[src/rtl/tsx_pkg.sv]
package tsx_pkg;

    localparam int DEF_PHASES   = 16;
    localparam int DEF_COARSE_W = 28;

    typedef enum logic [1:0] {
        CAP_IDLE  = 2'd0,
        CAP_FIRST = 2'd1,
        CAP_NEXT  = 2'd2
    } cap_kind_e;

    function automatic cap_kind_e classify_capture(input logic cap, input logic have_prev);
        if (!cap)
            return CAP_IDLE;
        else if (!have_prev)
            return CAP_FIRST;
        else
            return CAP_NEXT;
    endfunction

endpackage

[src/rtl/tsx_therm_decode.sv]
module tsx_therm_decode #(
    parameter int PHASES = 16,
    parameter int FINE_W = $clog2(PHASES),
    parameter int CNT_W  = $clog2(PHASES + 1)
) (
    input  logic [PHASES-1:0] smp,
    output logic [FINE_W-1:0] fine,
    output logic [CNT_W-1:0]  ones,
    output logic              bubble
);

    logic [PHASES-2:0] brk;
    logic [CNT_W-1:0]  remain;

    genvar gi;
    generate
        for (gi = 0; gi < PHASES - 1; gi++) begin : g_brk
            assign brk[gi] = smp[gi] & ~smp[gi+1];
        end
    endgenerate

    always_comb begin
        ones = '0;
        for (int i = 0; i < PHASES; i++)
            ones = ones + CNT_W'(smp[i]);
    end

    assign bubble = |brk;
    assign remain = CNT_W'(PHASES) - ones;
    assign fine   = remain[FINE_W-1:0];

    always_comb begin

        if (smp == '1) begin
            fine_full_chk: assert (fine == '0);
        end

        if (bubble) begin
            bubble_mixed_chk: assert (ones != '0 && ones != CNT_W'(PHASES));
        end
    end

endmodule

[src/rtl/tsx_coarse_cnt.sv]
module tsx_coarse_cnt #(
    parameter int W = 28
) (
    input  logic         clk,
    input  logic         rst,
    output logic [W-1:0] cnt
);

    always_ff @(posedge clk) begin
        if (rst)
            cnt <= '0;
        else
            cnt <= cnt + 1'b1;
    end


    cnt_step_chk: assert property (@(posedge clk) disable iff (rst)
        !rst |=> cnt == W'($past(cnt) + 1'b1));

endmodule

[src/rtl/tsx_period_calc.sv]
module tsx_period_calc
    import tsx_pkg::*;
#(
    parameter int TS_W = 32
) (
    input  logic            clk,
    input  logic            rst,
    input  logic            cap,
    input  logic [TS_W-1:0] ts_new,
    output logic [TS_W-1:0] ts_q,
    output logic [TS_W-1:0] period_q,
    output logic            valid_q
);

    logic      have_prev;
    cap_kind_e kind;

    assign kind = classify_capture(cap, have_prev);

    always_ff @(posedge clk) begin
        if (rst) begin
            ts_q      <= '0;
            period_q  <= '0;
            valid_q   <= 1'b0;
            have_prev <= 1'b0;
        end else begin
            valid_q <= 1'b0;
            case (kind)
                CAP_FIRST: begin
                    ts_q      <= ts_new;
                    have_prev <= 1'b1;
                end
                CAP_NEXT: begin
                    ts_q     <= ts_new;
                    period_q <= ts_new - ts_q;
                    valid_q  <= 1'b1;
                end
                default: ;
            endcase
        end
    end


    first_no_valid_chk: assert property (@(posedge clk) disable iff (rst)
        (kind == CAP_FIRST) |=> !valid_q);


    period_diff_chk: assert property (@(posedge clk) disable iff (rst)
        valid_q |-> period_q == TS_W'(ts_q - $past(ts_q)));

endmodule

[src/rtl/tsx_edge_stamper.sv]
module tsx_edge_stamper
    import tsx_pkg::*;
#(
    parameter int PHASES   = DEF_PHASES,
    parameter int COARSE_W = DEF_COARSE_W,
    localparam int FINE_W  = $clog2(PHASES),
    localparam int CNT_W   = $clog2(PHASES + 1),
    localparam int TS_W    = COARSE_W + FINE_W
) (
    input  logic              clk,
    input  logic              rst,
    input  logic              sig_in,
    input  logic [PHASES-1:0] phase_smp,
    output logic [TS_W-1:0]   ts_out,
    output logic [TS_W-1:0]   period_out,
    output logic              valid_out,
    output logic              bubble_out
);

    typedef struct packed {
        logic [COARSE_W-1:0] coarse;
        logic [FINE_W-1:0]   fine;
    } stamp_t;

    logic                sig_q;
    logic                cap;
    logic [COARSE_W-1:0] coarse_cnt;
    logic [FINE_W-1:0]   fine_code;
    logic [CNT_W-1:0]    ones_cnt;
    logic                bub_c;
    stamp_t              stamp;

    always_ff @(posedge clk) begin
        if (rst)
            sig_q <= 1'b0;
        else
            sig_q <= sig_in;
    end

    assign cap = sig_in & ~sig_q;

    tsx_coarse_cnt #(.W(COARSE_W)) u_coarse (
        .clk (clk),
        .rst (rst),
        .cnt (coarse_cnt)
    );

    tsx_therm_decode #(.PHASES(PHASES), .FINE_W(FINE_W), .CNT_W(CNT_W)) u_decode (
        .smp    (phase_smp),
        .fine   (fine_code),
        .ones   (ones_cnt),
        .bubble (bub_c)
    );

    assign stamp.coarse = coarse_cnt;
    assign stamp.fine   = fine_code;

    tsx_period_calc #(.TS_W(TS_W)) u_period (
        .clk      (clk),
        .rst      (rst),
        .cap      (cap),
        .ts_new   (stamp),
        .ts_q     (ts_out),
        .period_q (period_out),
        .valid_q  (valid_out)
    );

    always_ff @(posedge clk) begin
        if (rst)
            bubble_out <= 1'b0;
        else if (cap)
            bubble_out <= bub_c;
    end


    no_edge_hold_chk: assert property (@(posedge clk) disable iff (rst)
        !(sig_in && !sig_q) |=> ($stable(ts_out) && !valid_out));


    valid_single_chk: assert property (@(posedge clk) disable iff (rst)
        valid_out |=> !valid_out);


    bubble_clean_chk: assert property (@(posedge clk) disable iff (rst)
        (cap && ones_cnt == CNT_W'(PHASES)) |=> !bubble_out);

endmodule

[config.mk]
export PLATFORM = sky130hd
export DESIGN_NAME = tsx_edge_stamper
export DESIGN_NICKNAME = d
export VERILOG_FILES = /design/src/rtl/tsx_pkg.sv /design/src/rtl/tsx_therm_decode.sv /design/src/rtl/tsx_coarse_cnt.sv /design/src/rtl/tsx_period_calc.sv /design/src/rtl/tsx_edge_stamper.sv
export SDC_FILE = /design/constraint.sdc
export NUM_CORES = 1
export LEC_CHECK = 0
export BUFFER_PORTS_ARGS = -buffer_cell sky130_fd_sc_hd__buf_2
export CORE_ASPECT_RATIO = 0.75
export CORE_MARGIN = 2
export CORE_UTILIZATION = 30
export DETAILED_ROUTE_END_ITERATION = 8
export GPL_ROUTABILITY_DRIVEN = 1
export PLACE_DENSITY_LB_ADDON = 0.1
export SKIP_CTS_REPAIR_TIMING = 1
export SLEW_MARGIN = 25
export SYNTH_ARGS = -nofsm -noshare
export SYNTH_HDL_FRONTEND = slang
export SYNTH_SLANG_ARGS = --single-unit
[constraint.sdc]
create_clock -name clk -period 7.5 [get_ports clk]
set_clock_uncertainty 0.1 [all_clocks]
set_input_delay 0.75 -clock clk [delete_from_list [all_inputs] [get_ports clk]]
set_output_delay 0.75 -clock clk [all_outputs]
set_load 0.03 [all_outputs]
======== After elaboration in Yosys (flattened, before gate mapping) ========
Index checks and enable logic that the tools add are counted.
Widths: inputs -> output; s select.
word-level totals
  register bits after elaboration ......... 96
  latch bits .............................. 0
  RAM bits ................................ 0
  bits in read-only memories .............. 0
  input bits .............................. 19
  output and inout port bits .............. 66
  word-level logic and storage cells ...... 64
  memories ................................ 0
operators by class
  add/sub/neg operators ................... 18
  $mul .................................... 0
  divide/modulo/power cells ............... 0
  magnitude comparators ................... 0
  equality and inequality tests ........... 2
  shift operators ......................... 0
  mux-type cells .......................... 3
  bitwise operators ....................... 32
  reductions and logical operators ........ 2
operators by type and width
  kind                   count
  $add 4x1->4            14
  $sub 32x32->32         1
  $add 28x1->28 const B  1
  $and 1x1->1            16
  $not 1->1              16
  $reduce_or 15->1       1
  $mux 2                 2
  $sub 1x4->4 const A    1
  $add 1x1->2            1
  $eq 2x1->1 const B     1
  $eq 2x2->1 const B     1
  $reduce_or 2->1        1
  $mux 1                 1

======== Longest topological paths before layout ========
  depth in word-level cells ............... 17
  mapped depth ............................ 24
  gate-level depth less buffers ........... 24

======== Cells and area by module ========
From an unflattened synthesis, not the netlist that was laid out.
unflattened totals
  cells, all modules ...................... 694
  area total of the unflattened synthesis .. 5,883.1 sq um
modules (own cells, without submodules)
  module            times used  cells each  area each (sq um)  seq. area each (sq um)
  tsx_period_calc   1           476         3,973.8            1,321.3
  tsx_coarse_cnt    1           145         1,270.0            560.5
  tsx_therm_decode  1           66          561.8              0.0
  tsx_edge_stamper  1           7           77.6               40.0

======== Least setup slack after synthesis ========
No wires, ideal clock.
  kind .................................... input to register
  from .................................... input phase_smp[4]
  to ...................................... register u_period.period_q[29]
  library setup time ...................... 117 ps
  arrival time ............................ 5,708 ps
  data required time ...................... 7,283 ps
  slack ................................... 1,575 ps
  stages .................................. 24
  path buffers ............................ 0
  cell sequence ........................... inv_1 fa_1 ha_1 inv_1 fa_1 fa_1 inv_1 fa_1 inv_1 fa_1 inv_1 ha_1 xnor2_1 xnor2_1 ha_1 o211ai_1 a21oi_1 o21ai_1 nand2_1 a41o_4 o41ai_4 o21ai_1 xor2_1 a22o_1
between the ends
  longest elaborated chain between the ends .. 14
RTL lines
  item                       line                    source
  start: declaration         tsx_edge_stamper.sv:13  input logic [PHASES-1:0] phase_smp,
  $add 4x1->4 (12 in a row)  tsx_therm_decode.sv:25  ones = ones + CNT_W'(smp[i]);
  $sub 1x4->4                tsx_therm_decode.sv:29  assign remain = CNT_W'(PHASES) - ones;
  net fine_code[3]           tsx_edge_stamper.sv:28  logic [FINE_W-1:0] fine_code;
  $sub 32x32->32             tsx_period_calc.sv:35   period_q <= ts_new - ts_q;
  end signal: assignment     tsx_period_calc.sv:35
  end: declaration           tsx_period_calc.sv:11   output logic [TS_W-1:0] period_q,
The timed path passes the listed nets, and every way through them passes these cells.
A chain may end at the register's enable or synchronous reset.

======== Worst setup path in the final report ========
  from .................................... input phase_smp[4]
  to ...................................... register u_period.period_q[31]
Same word-level chain as after synthesis.

==> results.toml <==
[synth]
synth.lib_cells_used.distinct = 54
syn-cell-area_mm2 = 0.00581
async_flop_share_pct = 0
yosysWarningCount = 0
sequential_share_of_the_synthesized_area_pct = 33.1
synth_nets = 811
number_of_enable_flip_flop_cells_after_synthesis = 0
synth_cells = 737
avgSynthCellArea_um2 = 7.88
post_synth_main_area_contributors = "sky130_fd_sc_hd__dfxtp_1 (33%), sky130_fd_sc_hd__ha_1 (9.7%), sky130_fd_sc_hd__nand2_1 (9.6%)"
ys_dominant_reg_cell = "sky130_fd_sc_hd__dfxtp_1"
postSynthRegisterBits = 96
yosysTopAreaCellShare_pct = 33.1
post-synth-top-area-cell = "sky130_fd_sc_hd__dfxtp_1"

[clocking]
clkSlewWorstSetupHoldPaths_ns = 0.07
max-clock-path-buffers = 2
clock_latency_ns = 0.35
clkSinkCount = 96
h-tree-depth = 3
cts_root_buf = "sky130_fd_sc_hd__clkbuf_16"
tritoncts = "done"
cts_made_buffers = 9

[layout]
syn2layout_area_growth_pct = 16.2
non_filler_instance_count_after_layout = 1060
design_area_mm2 = 0.00675
design.final.nets = 877
drive_above_1_share_pct = 15.0
diodes = 0

[status]
result_of_the_run = "finished clean"

[job]
max_cap_viol_count = 0

[setup_path]
crit_path_start = "phase_smp[4]"
timing.rr.start = "u_period.ts_q[0]$_SDFFE_PP0P_"
worst-path-buf-inv = 6
ff2ff_setup_slack_ns = 4.43
timing.critical_path.to_type = "flip-flop"
reg2reg_capture_point = "u_period.period_q[28]$_SDFFE_PP0P_"
gate_family_responsible_for_the_most_delay_along_the_worst_path = "adder cells"
crit_type = "input pin to flip-flop"
cp-start-kind = "input pin"
cp_data_arrival_time_ns = 6.23
worst_path_largest_cell_delay_ns = 0.55
path_depth = 24
critPathRequiredTime_ns = 7.64
cpMaxStageDelayCell = "sky130_fd_sc_hd__fa_1"
setup.worst_path.end = "u_period.period_q[31]$_SDFFE_PP0P_"
path_max_fanout = 5
sequence_of_cells_on_the_critical_path = "buf_2 > inv_1 > fa_1 > ha_1 > inv_1 > fa_1 > fa_1 > inv_1 > fa_1 > inv_1 > fa_1 > inv_1 > ha_1 > xnor2_1 > xnor2_1 > ha_1 > o211ai_1 > a21oi_1 > o21ai_1 > nand2_1 > a41o_4 > a2111oi_1 > o21ai_0 > a32o_1"
reg2reg_depth = 12

[timing]
final.hold.worst_slack_ns = 0.347
period_minus_slack_ns = 6.09
max_freq_mhz = 164
transition_time_at_the_pin_with_the_least_slew_margin_ns = 0.800
slew-limit-headroom_pct = 46.6
final_hold_viol_count = 0
rsz0062_at_grt = "no"
final-setup-viol-count = 0
final.setup.tns_ns = 0
layout_worst_path_cycle_share_pct = 81.2
report.final.slew_viol_count = 0

[floorplan]
die_y_um = 125
fp.dieArea_mm2 = 0.0205
initial_utilization_pct = 30.3
io-pin-count = 85
die_w_um = 165
placement_rows = 44
core_area_mm2 = 0.0192

[power_and_ir_drop]
clock_power_share_pct = 23.7
switching_share_pct = 38.3
power_frac_seq_pct = 27.7
intPower_mw = 1.27
power_density_mw_per_mm2 = 305
power.combinational.fraction_pct = 48.6
total_leakage_power_nw = 2.97
p_switching_uw = 788
max-vdd-ir-drop_uv = 170

[global_routing]
initial_antenna_violation_count = 0
grt.overflow.total = 0
grt_max_degree = 75
first_global_vias = 4790
grt_pass1_wl_um = 24700
grt_use_total_pct = 15.1

[route]
viasPerCell = 4.72
drt_pass1_iterations = 5
drcViolationCount = 0
first_iter_violations = 342
detail-route-antenna-nets = 0
wl_per_instance_um = 14.2
drt_wl_total_um = 15000
via_count = 5006

[min_path]
whs_path_depth = 2
min-delay-path-class = "flip-flop to flip-flop"

[place]
hpwlAfterDp_um = 11400
dpl-instance-area_mm2 = 0.00645
dp.cells = 1045
port-buffer-count = 84
gp_congestion = 0.812
-- metrics by stage --
step           setup WS [ns]  utilization, %  total power [mW]
3_5_place_dp            1.03            33.7              1.59
5_1_grt                 1.08            35.2              2.22
4_1_cts                 1.39            35.2              2.08
2_1_floorplan           1.57               -              1.37
3_3_place_gp            1.12            33.7              1.58
6_report                1.41            35.2              2.06
-- power groups by stage --
| stage | registers (mW) | logic, mW | clock network, mW |
|---|---|---|---|
| 3_5_place_dp | 0.581 | 1.00 | 0 |
| 2_1_floorplan | 0.646 | 0.726 | 0 |
| 5_1_grt | 0.575 | 1.12 | 0.524 |
| 4_1_cts | 0.570 | 1.01 | 0.506 |
| 3_3_place_gp | 0.581 | 1.00 | 0 |
| 6_report | 0.569 | 1.00 | 0.488 |
-- layout by cell type (no fill, tap or decap), types with 2 or more instances in the layout --
cell / synthesis / layout
sky130_fd_sc_hd__bufinv_16: 0 / 2
sky130_fd_sc_hd__nor3_1: 4 / 4
sky130_fd_sc_hd__a22o_1: 6 / 6
sky130_fd_sc_hd__a21oi_1: 91 / 91
sky130_fd_sc_hd__o21bai_1: 3 / 3
sky130_fd_sc_hd__clkbuf_1: 23 / 2
sky130_fd_sc_hd__xor2_1: 20 / 20
sky130_fd_sc_hd__clkbuf_16: 0 / 9
sky130_fd_sc_hd__a41oi_1: 2 / 2
sky130_fd_sc_hd__a21o_1: 18 / 18
sky130_fd_sc_hd__o21ai_0: 21 / 21
sky130_fd_sc_hd__nand2b_1: 3 / 2
sky130_fd_sc_hd__o2111ai_1: 3 / 3
sky130_fd_sc_hd__a211oi_1: 2 / 2
sky130_fd_sc_hd__o21ai_1: 2 / 2
sky130_fd_sc_hd__buf_2: 3 / 84
sky130_fd_sc_hd__and4_1: 3 / 3
sky130_fd_sc_hd__o21ai_2: 2 / 2
sky130_fd_sc_hd__dfxtp_1: 96 / 96
sky130_fd_sc_hd__and2_1: 3 / 3
sky130_fd_sc_hd__nand2_1: 148 / 148
sky130_fd_sc_hd__a21oi_2: 6 / 6
sky130_fd_sc_hd__nand4_1: 7 / 7
sky130_fd_sc_hd__a32o_1: 3 / 3
sky130_fd_sc_hd__ha_1: 45 / 45
sky130_fd_sc_hd__clkinv_2: 0 / 2
sky130_fd_sc_hd__inv_1: 67 / 67
sky130_fd_sc_hd__mux2i_1: 2 / 2
sky130_fd_sc_hd__and3_1: 6 / 6
sky130_fd_sc_hd__xnor2_1: 30 / 30
sky130_fd_sc_hd__fa_1: 10 / 10
sky130_fd_sc_hd__o21a_1: 3 / 3
sky130_fd_sc_hd__nand3_1: 14 / 14
sky130_fd_sc_hd__or3_1: 8 / 8
sky130_fd_sc_hd__nor2b_1: 7 / 6
sky130_fd_sc_hd__nor4_1: 3 / 3
sky130_fd_sc_hd__buf_4: 1 / 4
sky130_fd_sc_hd__o211ai_1: 2 / 2
sky130_fd_sc_hd__nor2_1: 47 / 47
-- routing by layer --
layer  up-vias  GRT usage (%)  share of wire (%)
met4         0           3.58               0.85
met3         8           3.26                4.5
met5         -              0                  0
met1      2299           23.2                 56
met2       101           21.3                 39
li1       2598              -                  -
-- cells in the mapped netlist, drive strengths merged (3+ instances only) --
master   count
nand2      148
and4         3
o21bai       3
a21o        18
o2111ai      3
nor3         4
nor4         3
and3         6
fa          10
a21oi       98
nor2b        7
nand4        7
inv         67
buf         10
or3          9
o21a         3
and2         3
nand2b       3
a32o         3
nand3       14
xnor2       30
clkbuf      23
a22o         6
nor2        47
o21ai       25
ha          45
xor2        20
dfxtp       96
-- cell type report --
cell class	count	area, um2
Fill cell	2084	12400
Multi-Input combinational cell	541	3510
Sequential cell	96	1920
Timing Repair Buffer	88	450
Tap cell	253	317
Inverter	67	251
Clock buffer	11	233
Clock inverter	4	70.1
-- state kept, by name, indices dropped and copies added, names as in the netlist --
| name | cells |
|---|---|
| bubble_out | 1 |
| sig_q | 1 |
| u_coarse.cnt | 28 |
| u_period.have_prev | 1 |
| u_period.period_q | 32 |
| u_period.ts_q | 32 |
| u_period.valid_q | 1 |
-- cells by family (layout without fill, tap and decap cells) --
logic type,after synthesis,in the layout,share of synthesized area [%]
xor+xnor,50,50,7.54
fa+ha+maj,55,55,13.1
buf+inv,100,170,6.59
simple gates,255,255,18.9
flops,96,96,33.1
mux,2,2,0.345
compound gates,179,179,20.4
-- worst min path at each step --
stage | from | end | slack [ns]
after floorplan | u_period.have_prev$_SDFFE_PP0N_ | u_period.have_prev$_SDFFE_PP0N_ | 0.35
after global placement | u_period.period_q[17]$_SDFFE_PP0P_ | u_period.period_q[17]$_SDFFE_PP0P_ | 0.34
after detailed placement | u_period.period_q[7]$_SDFFE_PP0P_ | u_period.period_q[7]$_SDFFE_PP0P_ | 0.34
after CTS | u_period.period_q[8]$_SDFFE_PP0P_ | u_period.period_q[8]$_SDFFE_PP0P_ | 0.35
after global routing | u_period.period_q[8]$_SDFFE_PP0P_ | u_period.period_q[8]$_SDFFE_PP0P_ | 0.37
final | u_period.period_q[8]$_SDFFE_PP0P_ | u_period.period_q[8]$_SDFFE_PP0P_ | 0.35
-- worst reg2reg max path: stages, from the launching register on --
cell and delay, ns:
sky130_fd_sc_hd__dfxtp_1 0.35, sky130_fd_sc_hd__ha_1 0.17, sky130_fd_sc_hd__inv_1 0.05, sky130_fd_sc_hd__fa_1 0.41
sky130_fd_sc_hd__a21o_1 0.22, sky130_fd_sc_hd__a311oi_2 0.43, sky130_fd_sc_hd__or3_4 0.23, sky130_fd_sc_hd__a21oi_4 0.07
sky130_fd_sc_hd__a21oi_2 0.25, sky130_fd_sc_hd__o21ai_2 0.12, sky130_fd_sc_hd__nor4_1 0.23, sky130_fd_sc_hd__a41oi_1 0.07
sky130_fd_sc_hd__a32o_1 0.27
(Power assumes the default switching activity.)
